==> src/rtl/spi_ce_pkg.sv <==
package spi_ce_pkg;

  // Strobes from the control FSM to the shift datapath, valid for one cycle.
  typedef struct packed {
    logic loadIn;      // load shift register from wrData
    logic loadHold;    // load shift register from the queued word
    logic holdWr;      // capture wrData into the queue register
    logic mosiTake;    // with a load: present the MSB at once (phase 0)
    logic shiftTx;     // present next MOSI bit
    logic sampleIn;    // sample edge of the serial clock
    logic lastSample;  // final sample edge of a word
    logic sckLvl;      // internal serial clock level
    logic sselLvl;     // internal select level, 1 = selected
  } spiStrobe_t;

endpackage

==> src/rtl/spi_ce_ctrl.sv <==
module spi_ce_ctrl
  import spi_ce_pkg::*;
#(
  parameter int WORD_W   = 8,
  parameter int DIV_W    = 8,
  parameter int PREFETCH = 2
) (
  input  logic             clk,
  input  logic             rst,
  input  logic             wrEn,
  input  logic [1:0]       spiMode,
  input  logic [DIV_W-1:0] divRatio,
  output spiStrobe_t       strb,
  output logic             dataReq
);

  localparam int EDGES     = 2 * WORD_W;
  localparam int EDGE_W    = $clog2(EDGES);
  localparam int LAST_EDGE = EDGES - 1;
  localparam int CNT_W     = EDGE_W + DIV_W + 1;

  typedef enum logic [1:0] {S_IDLE, S_XFER, S_HOLD} state_t;

  state_t           state;
  logic [DIV_W-1:0] halfLat, halfCnt, halfReq;
  logic [EDGE_W-1:0] edgeCnt, lastSampEdge;
  logic [CNT_W-1:0] cyclesLeft, wordLenReq, wordLenLat;
  logic             cphaLat, sckReg, holdValid;
  logic             tick, lastEdge, goOn;

  // Half-period requested by the inputs: ratio/2, at least 1, at least 2 for phase 1.
  always_comb begin
    halfReq = divRatio >> 1;
    if (halfReq == '0) halfReq = DIV_W'(1);
    if (spiMode[0] && halfReq == DIV_W'(1)) halfReq = DIV_W'(2);
  end

  assign wordLenReq   = CNT_W'(EDGES) * CNT_W'(halfReq) - CNT_W'(1);
  assign wordLenLat   = CNT_W'(EDGES) * CNT_W'(halfLat) - CNT_W'(1);
  assign tick         = (halfCnt == halfLat - DIV_W'(1));
  assign lastEdge     = (edgeCnt == EDGE_W'(LAST_EDGE));
  assign lastSampEdge = cphaLat ? EDGE_W'(LAST_EDGE) : EDGE_W'(LAST_EDGE - 1);
  assign goOn         = wrEn || holdValid;
  assign dataReq      = (state == S_XFER) && (cyclesLeft == CNT_W'(PREFETCH));

  always_comb begin
    strb         = '0;
    strb.sckLvl  = (state == S_IDLE) ? spiMode[1] : sckReg;
    strb.sselLvl = (state != S_IDLE);
    case (state)
      S_IDLE: begin
        strb.loadIn   = wrEn;
        strb.mosiTake = wrEn && !spiMode[0];
      end
      S_XFER: begin
        strb.holdWr = wrEn;
        if (tick) begin
          strb.sampleIn   = (edgeCnt[0] == cphaLat);
          strb.lastSample = (edgeCnt == lastSampEdge);
          strb.shiftTx    = cphaLat ? !edgeCnt[0] : (edgeCnt[0] && !lastEdge);
          if (lastEdge && goOn) begin
            strb.loadIn   = wrEn;
            strb.loadHold = !wrEn;
            strb.mosiTake = !cphaLat;
          end
        end
      end
      default: ;
    endcase
  end

  always_ff @(posedge clk) begin
    if (rst) begin
      state      <= S_IDLE;
      halfLat    <= DIV_W'(1);
      halfCnt    <= '0;
      edgeCnt    <= '0;
      cyclesLeft <= '0;
      cphaLat    <= 1'b0;
      sckReg     <= 1'b0;
      holdValid  <= 1'b0;
    end else begin
      case (state)
        S_IDLE: begin
          if (wrEn) begin
            state      <= S_XFER;
            cphaLat    <= spiMode[0];
            sckReg     <= spiMode[1];
            halfLat    <= halfReq;
            halfCnt    <= '0;
            edgeCnt    <= '0;
            cyclesLeft <= wordLenReq;
            holdValid  <= 1'b0;
          end
        end
        S_XFER: begin
          cyclesLeft <= cyclesLeft - CNT_W'(1);
          if (wrEn) holdValid <= 1'b1;
          if (tick) begin
            halfCnt <= '0;
            sckReg  <= !sckReg;
            edgeCnt <= edgeCnt + EDGE_W'(1);
            if (lastEdge) begin
              if (goOn) begin
                edgeCnt    <= '0;
                cyclesLeft <= wordLenLat;
                holdValid  <= 1'b0;
              end else begin
                state <= S_HOLD;
              end
            end
          end else begin
            halfCnt <= halfCnt + DIV_W'(1);
          end
        end
        default: begin
          if (tick) begin
            state   <= S_IDLE;
            halfCnt <= '0;
          end else begin
            halfCnt <= halfCnt + DIV_W'(1);
          end
        end
      endcase
    end
  end


  half_cnt_range_chk: assert property (@(posedge clk) disable iff (rst)
    (state != S_IDLE) |-> (halfCnt < halfLat));


  word_end_align_chk: assert property (@(posedge clk) disable iff (rst)
    (state == S_XFER && tick && lastEdge) |-> (cyclesLeft == '0));


  data_req_pulse_chk: assert property (@(posedge clk) disable iff (rst)
    dataReq |=> !dataReq);

endmodule

==> src/rtl/spi_ce_datapath.sv <==
module spi_ce_datapath
  import spi_ce_pkg::*;
#(
  parameter int WORD_W = 8,
  parameter int PIPE   = 1
) (
  input  logic              clk,
  input  logic              rst,
  input  spiStrobe_t        strb,
  input  logic [WORD_W-1:0] wrData,
  input  logic              miso,
  output logic              sckOut,
  output logic              mosiOut,
  output logic              csN,
  output logic [WORD_W-1:0] rdData,
  output logic              rdValid
);

  logic [WORD_W-1:0] txReg, holdData, rxReg, src, rxNext;
  logic              mosiReg;
  // Equal-depth stages keep clock, data, select and sample enable in phase.
  logic [PIPE-1:0]   sckP, mosiP, sselP, sampP, lastP;

  assign src     = strb.loadIn ? wrData : holdData;
  assign rxNext  = {rxReg[WORD_W-2:0], miso};
  assign sckOut  = sckP[PIPE-1];
  assign mosiOut = mosiP[PIPE-1];
  assign csN     = !sselP[PIPE-1];

  always_ff @(posedge clk) begin
    if (rst) begin
      txReg    <= '0;
      holdData <= '0;
      rxReg    <= '0;
      rdData   <= '0;
      rdValid  <= 1'b0;
      mosiReg  <= 1'b0;
      sckP     <= '0;
      mosiP    <= '0;
      sselP    <= '0;
      sampP    <= '0;
      lastP    <= '0;
    end else begin
      if (strb.holdWr) holdData <= wrData;

      if (strb.loadIn || strb.loadHold) begin
        if (strb.mosiTake) begin
          mosiReg <= src[WORD_W-1];
          txReg   <= src << 1;
        end else begin
          txReg <= src;
        end
      end else if (strb.shiftTx) begin
        mosiReg <= txReg[WORD_W-1];
        txReg   <= txReg << 1;
      end

      sckP[0]  <= strb.sckLvl;
      mosiP[0] <= mosiReg;
      sselP[0] <= strb.sselLvl;
      sampP[0] <= strb.sampleIn;
      lastP[0] <= strb.lastSample;
      for (int i = 1; i < PIPE; i++) begin
        sckP[i]  <= sckP[i-1];
        mosiP[i] <= mosiP[i-1];
        sselP[i] <= sselP[i-1];
        sampP[i] <= sampP[i-1];
        lastP[i] <= lastP[i-1];
      end

      rdValid <= 1'b0;
      if (sampP[PIPE-1]) rxReg <= rxNext;
      if (lastP[PIPE-1]) begin
        rdData  <= rxNext;
        rdValid <= 1'b1;
      end
    end
  end


  mosi_align_chk: assert property (@(posedge clk) disable iff (rst)
    !$stable(mosiOut) |-> (!$stable(sckOut) || !$stable(csN)));


  rd_valid_pulse_chk: assert property (@(posedge clk) disable iff (rst)
    rdValid |=> !rdValid);


  sample_selected_chk: assert property (@(posedge clk) disable iff (rst)
    sampP[PIPE-1] |-> !csN);

endmodule

==> src/rtl/spi_ce_master.sv <==
module spi_ce_master
  import spi_ce_pkg::*;
#(
  parameter int WORD_W   = 8,
  parameter int DIV_W    = 8,
  parameter int PREFETCH = 2,
  parameter int PIPE     = 1
) (
  input  logic              clk,
  input  logic              rst,
  input  logic [1:0]        spiMode,
  input  logic [DIV_W-1:0]  divRatio,
  input  logic [WORD_W-1:0] wrData,
  input  logic              wrEn,
  output logic              dataReq,
  output logic [WORD_W-1:0] rdData,
  output logic              rdValid,
  output logic              sck,
  output logic              mosi,
  input  logic              miso,
  output logic              csN
);

  if (PREFETCH < 1) begin : g_bad_prefetch
    $error("PREFETCH must be at least 1");
  end
  if (PIPE < 1) begin : g_bad_pipe
    $error("PIPE must be at least 1");
  end

  spiStrobe_t strb;

  spi_ce_ctrl #(
    .WORD_W(WORD_W), .DIV_W(DIV_W), .PREFETCH(PREFETCH)
  ) u_ctrl (
    .clk(clk), .rst(rst), .wrEn(wrEn), .spiMode(spiMode),
    .divRatio(divRatio), .strb(strb), .dataReq(dataReq)
  );

  spi_ce_datapath #(
    .WORD_W(WORD_W), .PIPE(PIPE)
  ) u_dp (
    .clk(clk), .rst(rst), .strb(strb), .wrData(wrData), .miso(miso),
    .sckOut(sck), .mosiOut(mosi), .csN(csN), .rdData(rdData), .rdValid(rdValid)
  );

endmodule

==> config.mk <==
export PLATFORM = sky130hd
export DESIGN_NAME = spi_ce_master
export DESIGN_NICKNAME = d
export VERILOG_FILES = /design/src/rtl/spi_ce_pkg.sv /design/src/rtl/spi_ce_ctrl.sv /design/src/rtl/spi_ce_datapath.sv /design/src/rtl/spi_ce_master.sv
export SDC_FILE = /design/constraint.sdc
export NUM_CORES = 1
export LEC_CHECK = 0
export BUFFER_PORTS_ARGS = -buffer_cell sky130_fd_sc_hd__buf_2
export CELL_PAD_IN_SITES_DETAIL_PLACEMENT = 2
export CELL_PAD_IN_SITES_GLOBAL_PLACEMENT = 2
export CORE_AREA = 3 3 106 108
export CTS_CLUSTER_DIAMETER = 200
export DETAILED_ROUTE_END_ITERATION = 8
export DIE_AREA = 0 0 109 111
export GPL_TIMING_DRIVEN = 0
export PLACE_DENSITY = 0.81
export SYNTH_ARGS = -nofsm -noshare
export SYNTH_HDL_FRONTEND = slang
export SYNTH_SLANG_ARGS = --single-unit
==> constraint.sdc <==
create_clock -name clk -period 5.9 [get_ports clk]
set_clock_uncertainty 0.05 [all_clocks]
set_input_delay 1.18 -clock clk [delete_from_list [all_inputs] [get_ports clk]]
set_output_delay 1.18 -clock clk [all_outputs]
set_load 0.05 [all_outputs]
# == Yosys cells after proc, flatten, opt, wreduce, memory -nomap -nowiden ==
# Index checks and enable logic that the tools add are counted.
# classes
bitwise,2
n_addsub,6
n_reduce_logical,26
eq_ne,12
n_mux,49
# ops
cell,n
two-way mux 8 bit,8
two-way mux 13 bit,4
case mux 13 bit (2 select lines),1
subtractor 12 x 1 -> 13 bit (second input constant),2
two-way mux 4 bit,5
two-way mux 2 bit,8
two-way mux 1 bit,15
== test 13 x 2 -> 1 bit (second input constant),1
subtractor 13 x 1 -> 13 bit (second input constant),1
adder 8 x 1 -> 8 bit (second input constant),1
== test 8 x 1 -> 1 bit (second input constant),1
== test 8 bit,1
zero test 8 bit,1
case mux 1 bit (2 select lines),4
case mux 4 bit (2 select lines),1
nonzero test 2 bit,4
subtractor 8 x 1 -> 8 bit (second input constant),1
zero test 1 bit,7
two-way mux 7 bit,1
inequality test 2 bit (second input constant),3
AND reduction 2 bit,3
logical AND 1 bit,5
AND reduction 5 bit,1
adder 4 x 1 -> 4 bit (second input constant),1
other kinds (12),15
# totals
inputBits,22
wordCells,114
reg_bits,76
out_inout_bits,13

# == Logic depth before layout (Yosys ltp) ==
# logic_depth
word_depth,8
depth_mapped,12

# == By module ==
# Synthesis repeated with hierarchy kept, for this count alone.
# unflattened
hier_cells,473
hier_area_um2,4051.4
# by_module_without_submodules
mod,n_inst,area_per_inst_um2,cells_per_inst,seq_area_each_um2
spi_ce_ctrl,1,2434.8,307,740.7
spi_ce_datapath,1,1616.6,166,760.7

# == Least setup slack after synthesis ==
# No wires, ideal clock.
# synth_timing
path_type,register to output
from,register u_ctrl.state[0]
to,output dataReq
path_buffers,2
arrival_ps,1952
stages_incl_launch_ff,6
setup_slack_ps,2718
cell_sequence,dfxtp_1 -> clkbuf_1 -> nor2b_1 -> clkbuf_1 -> nand4b_1 -> nor2_1
# synth_via
elab_chain_len,2
# synth_rtl
item,line,rtl
"start, declared",spi_ce_ctrl.sv:24,state_t state;
"start signal, assigned",spi_ce_ctrl.sv:74,state <= S_IDLE;
"start signal, assigned",spi_ce_ctrl.sv:86,state <= S_XFER;
"start signal, assigned",spi_ce_ctrl.sv:109,state <= S_HOLD;
== test 2 x 1 -> 1 bit,spi_ce_ctrl.sv:44,assign dataReq = (state == S_XFER) && (cyclesLeft == CNT_W'(PREFETCH));
logical AND 1 bit,spi_ce_ctrl.sv:44,
"end, declared",spi_ce_master.sv:15,"output logic dataReq,"
# Every way passes these cells.

# == Worst setup path in the final report ==
# Same ends and word-level chain as after synthesis.

==> flow_summary.json <==
{
  "drc": 0,
  "cts_tree": "built",
  "hold-worst-slack_ps": 414.8,
  "grt-ovfl-total": 0,
  "slew_violations": 0,
  "crit_type": "register to primary output",
  "syn_nets": 503,
  "yosys.area.top_type": "dfxtp_1",
  "p_total_mw": 1.238,
  "firstDrtPassIters": 5,
  "setup_viol": 0,
  "ir_drop_v": 0.00009788,
  "synth_area_leaders": "dfxtp_1 38%, mux2i_1 8.5%, a21oi_1 5.0%",
  "finalCritPeriodShare_pct": 64.84,
  "synth_cell_types": 55,
  "hold_path_depth": 2,
  "cp-end-kind": "primary output",
  "core_um2": 10320,
  "slowest_stage": "nor2b_1",
  "dieArea_um2": 12100,
  "setup_slack_ps": 2074,
  "final_cell_mix": "75 x dfxtp_1, 53 x nand2_1, 50 x nor2_1",
  "crit_path_frequent_cell": "clkbuf_1",
  "finalHoldViolCount": 0,
  "ios": 35,
  "pre_cts_slack_ps": 2466,
  "cts_htree_levels": 3,
  "status": "complete, no violations",
  "ys_seq_elements": 75,
  "grt_pass1_vias": 4026,
  "fmax_mhz": 261.4,
  "routabilityCongestion": 0.8164,
  "yosysTopAreaCellShare_pct": 37.58,
  "mostFrequentLayoutCell": "dfxtp_1",
  "grt.total_usage_pct": 22.43,
  "grt_setup_unrepaired": "false",
  "cts_setup_buffers": 0,
  "startpoint_type": "register",
  "clk_path_buf_depth": 2,
  "synth_cells": 475,
  "maxCapViolCount": 0,
  "vias_per_cell": 5.620,
  "path_cells": "clkbuf_1 > nor2b_1 > clkbuf_1 > nand4b_1 > nor2_1 > buf_2",
  "grt_pass1_wl_mm": 21.16,
  "syn-cell-area_um2": 3995,
  "leakagePower_nw": 1.756,
  "ys.warnings.count": 0,
  "p_per_area_nw_per_um2": 274.1,
  "die_h_um": 111,
  "root_buffer": "clkbuf_8",
  "antenna_cells": 0,
  "avgSynthCellArea_um2": 8.411,
  "die_width_um": 109,
  "postCtsResizedCells": 0,
  "worstMarginPinSlew_ps": 704.6,
  "crit_fanout": 10,
  "period_minus_slack_ps": 3826,
  "min_path_type": "register to register",
  "cts_made_buffers": 9,
  "holdBufCountCts": 0,
  "antenna_found_initial": 0,
  "grt_max_degree": 16,
  "critPathMaxStageDelay_ps": 520,
  "start_util_pct": 38.70,
  "clk_pin_slew_ps": 90,
  "cp.arrival_ps": 2600,
  "clock_latency_ps": 380,
  "drt_iter0_drc": 102,
  "drive_above_1_share_pct": 14.89,
  "area_growth_pct": 13.03,
  "via_count": 3709,
  "postRouteAntennaNets": 0,
  "dp_hpwl_mm": 9.605,
  "clock-sinks": 75,
  "crit_required_ps": 4670,
  "r2r_cells": 11,
  "drt-wirelength-per-cell_um": 19.50,
  "finalWirelength_mm": 12.87,
  "relSlewSlack_pct": 53.03,
  "port_buffers": 33,
  "nets": 547,
  "yosysSeqAreaShare_pct": 37.58,
  "tns_ps": 0,
  "row_count": 37
}
[cell usage after synthesis, drive strengths merged]
cell,number
a211oi,6
nor3b,1
buf,9
nand3b,2
nor3,15
nor2,53
or3b,2
nand4b,2
mux2,2
clkbuf,19
ha,6
and4b,1
o211ai,2
a41oi,2
and4,1
nand3,12
and2,5
or3,14
nand2b,6
a211o,3
nor4,8
inv,7
nand2,53
xor2,12
a21oi,42
o22a,8
or4,2
o221ai,1
xnor2,12
nor2b,9
or2,4
o22ai,7
mux2i,34
a31oi,1
a21o,1
o21ai,19
a2111oi,2
a22oi,2
a311oi,9
dfxtp,75
and3,4
[per-layer routing]
metal / up-vias / share of wire, % / track usage (%)
li1: 1778 / - / -
met1: 1848 / 47 / 28.77
met2: 65 / 49 / 38.04
met3: 18 / 2.2 / 2.970
met4: 0 / 1.8 / 7.828
met5: - / 0 / 0
[registers in the layout (all words and copies together), names as in the netlist]
name	cells
u_ctrl.cphaLat	1
u_dp.sampP	1
u_dp.mosiReg	1
u_ctrl.cyclesLeft	13
u_dp.txReg	8
u_dp.rxReg	7
u_ctrl.holdValid	1
u_dp.mosiOut	1
u_ctrl.edgeCnt	4
u_ctrl.halfCnt	8
u_dp.sckOut	1
u_dp.rdData	8
u_dp.lastP	1
u_dp.holdData	8
u_ctrl.sckReg	1
u_dp.sselP	1
u_dp.rdValid	1
u_ctrl.halfLat	7
u_ctrl.state	2
[cells by family (layout without fill, tap and decap cells)]
group | Yosys count | after routing | share of synthesized area [%]
AOI/OAI and AO/OA | 105 | 105 | 17.32
xor gates and xnor gates | 24 | 24 | 5.261
adders and majority gates | 6 | 6 | 1.879
buffers and inverters | 35 | 84 | 3.508
DFF | 75 | 75 | 37.58
muxes | 36 | 36 | 9.082
and+or+nand+nor | 194 | 194 | 25.37
[power by group]
| group | internal (mW) | switching (mW) |
|---|---|---|
| logic | 0.109 | 0.177 |
| clock network | 0.161 | 0.227 |
| registers | 0.533 | 0.0311 |
[worst paths after layout]
path                            slack (ps)               from                to
worst max register to register        2550  u_ctrl.halfLat[0]     u_dp.txReg[0]
worst max-delay path                  2070    u_ctrl.state[0]           dataReq
worst min-delay path                   410   u_dp.holdData[0]  u_dp.holdData[0]
worst min register to register         410   u_dp.holdData[0]  u_dp.holdData[0]
[critical path, delay by kind of cell (launching register included)]
kind / cells / cell delay (ps)
buffers and inverters: 3 / 1080
AND/OR/NAND/NOR: 3 / 790
flip-flops: 1 / 340
[stage by stage]
stage / instance area [um2] / instances / util (%)
floorplan: 3995 / 475 / -
global placement: 4330 / 644 / 41.95
detailed placement: 4330 / 644 / 41.95
CTS: 4516 / 660 / 43.74
global route: 4516 / 660 / 43.74
finish: 4516 / 660 / 43.74
[cell type report]
| class | instances | area, um2 |
|---|---|---|
| Clock inverter | 7 | 61.31 |
| Timing Repair Buffer | 33 | 165.2 |
| Clock buffer | 9 | 123.9 |
| Sequential cell | 75 | 1501 |
| Tap cell | 136 | 170.2 |
| Fill cell | 1193 | 5808 |
| Buffer | 28 | 113.9 |
| Multi-Input combinational cell | 365 | 2354 |
| Inverter | 7 | 26.28 |
Note: power is estimated with default switching activity, not from simulation.
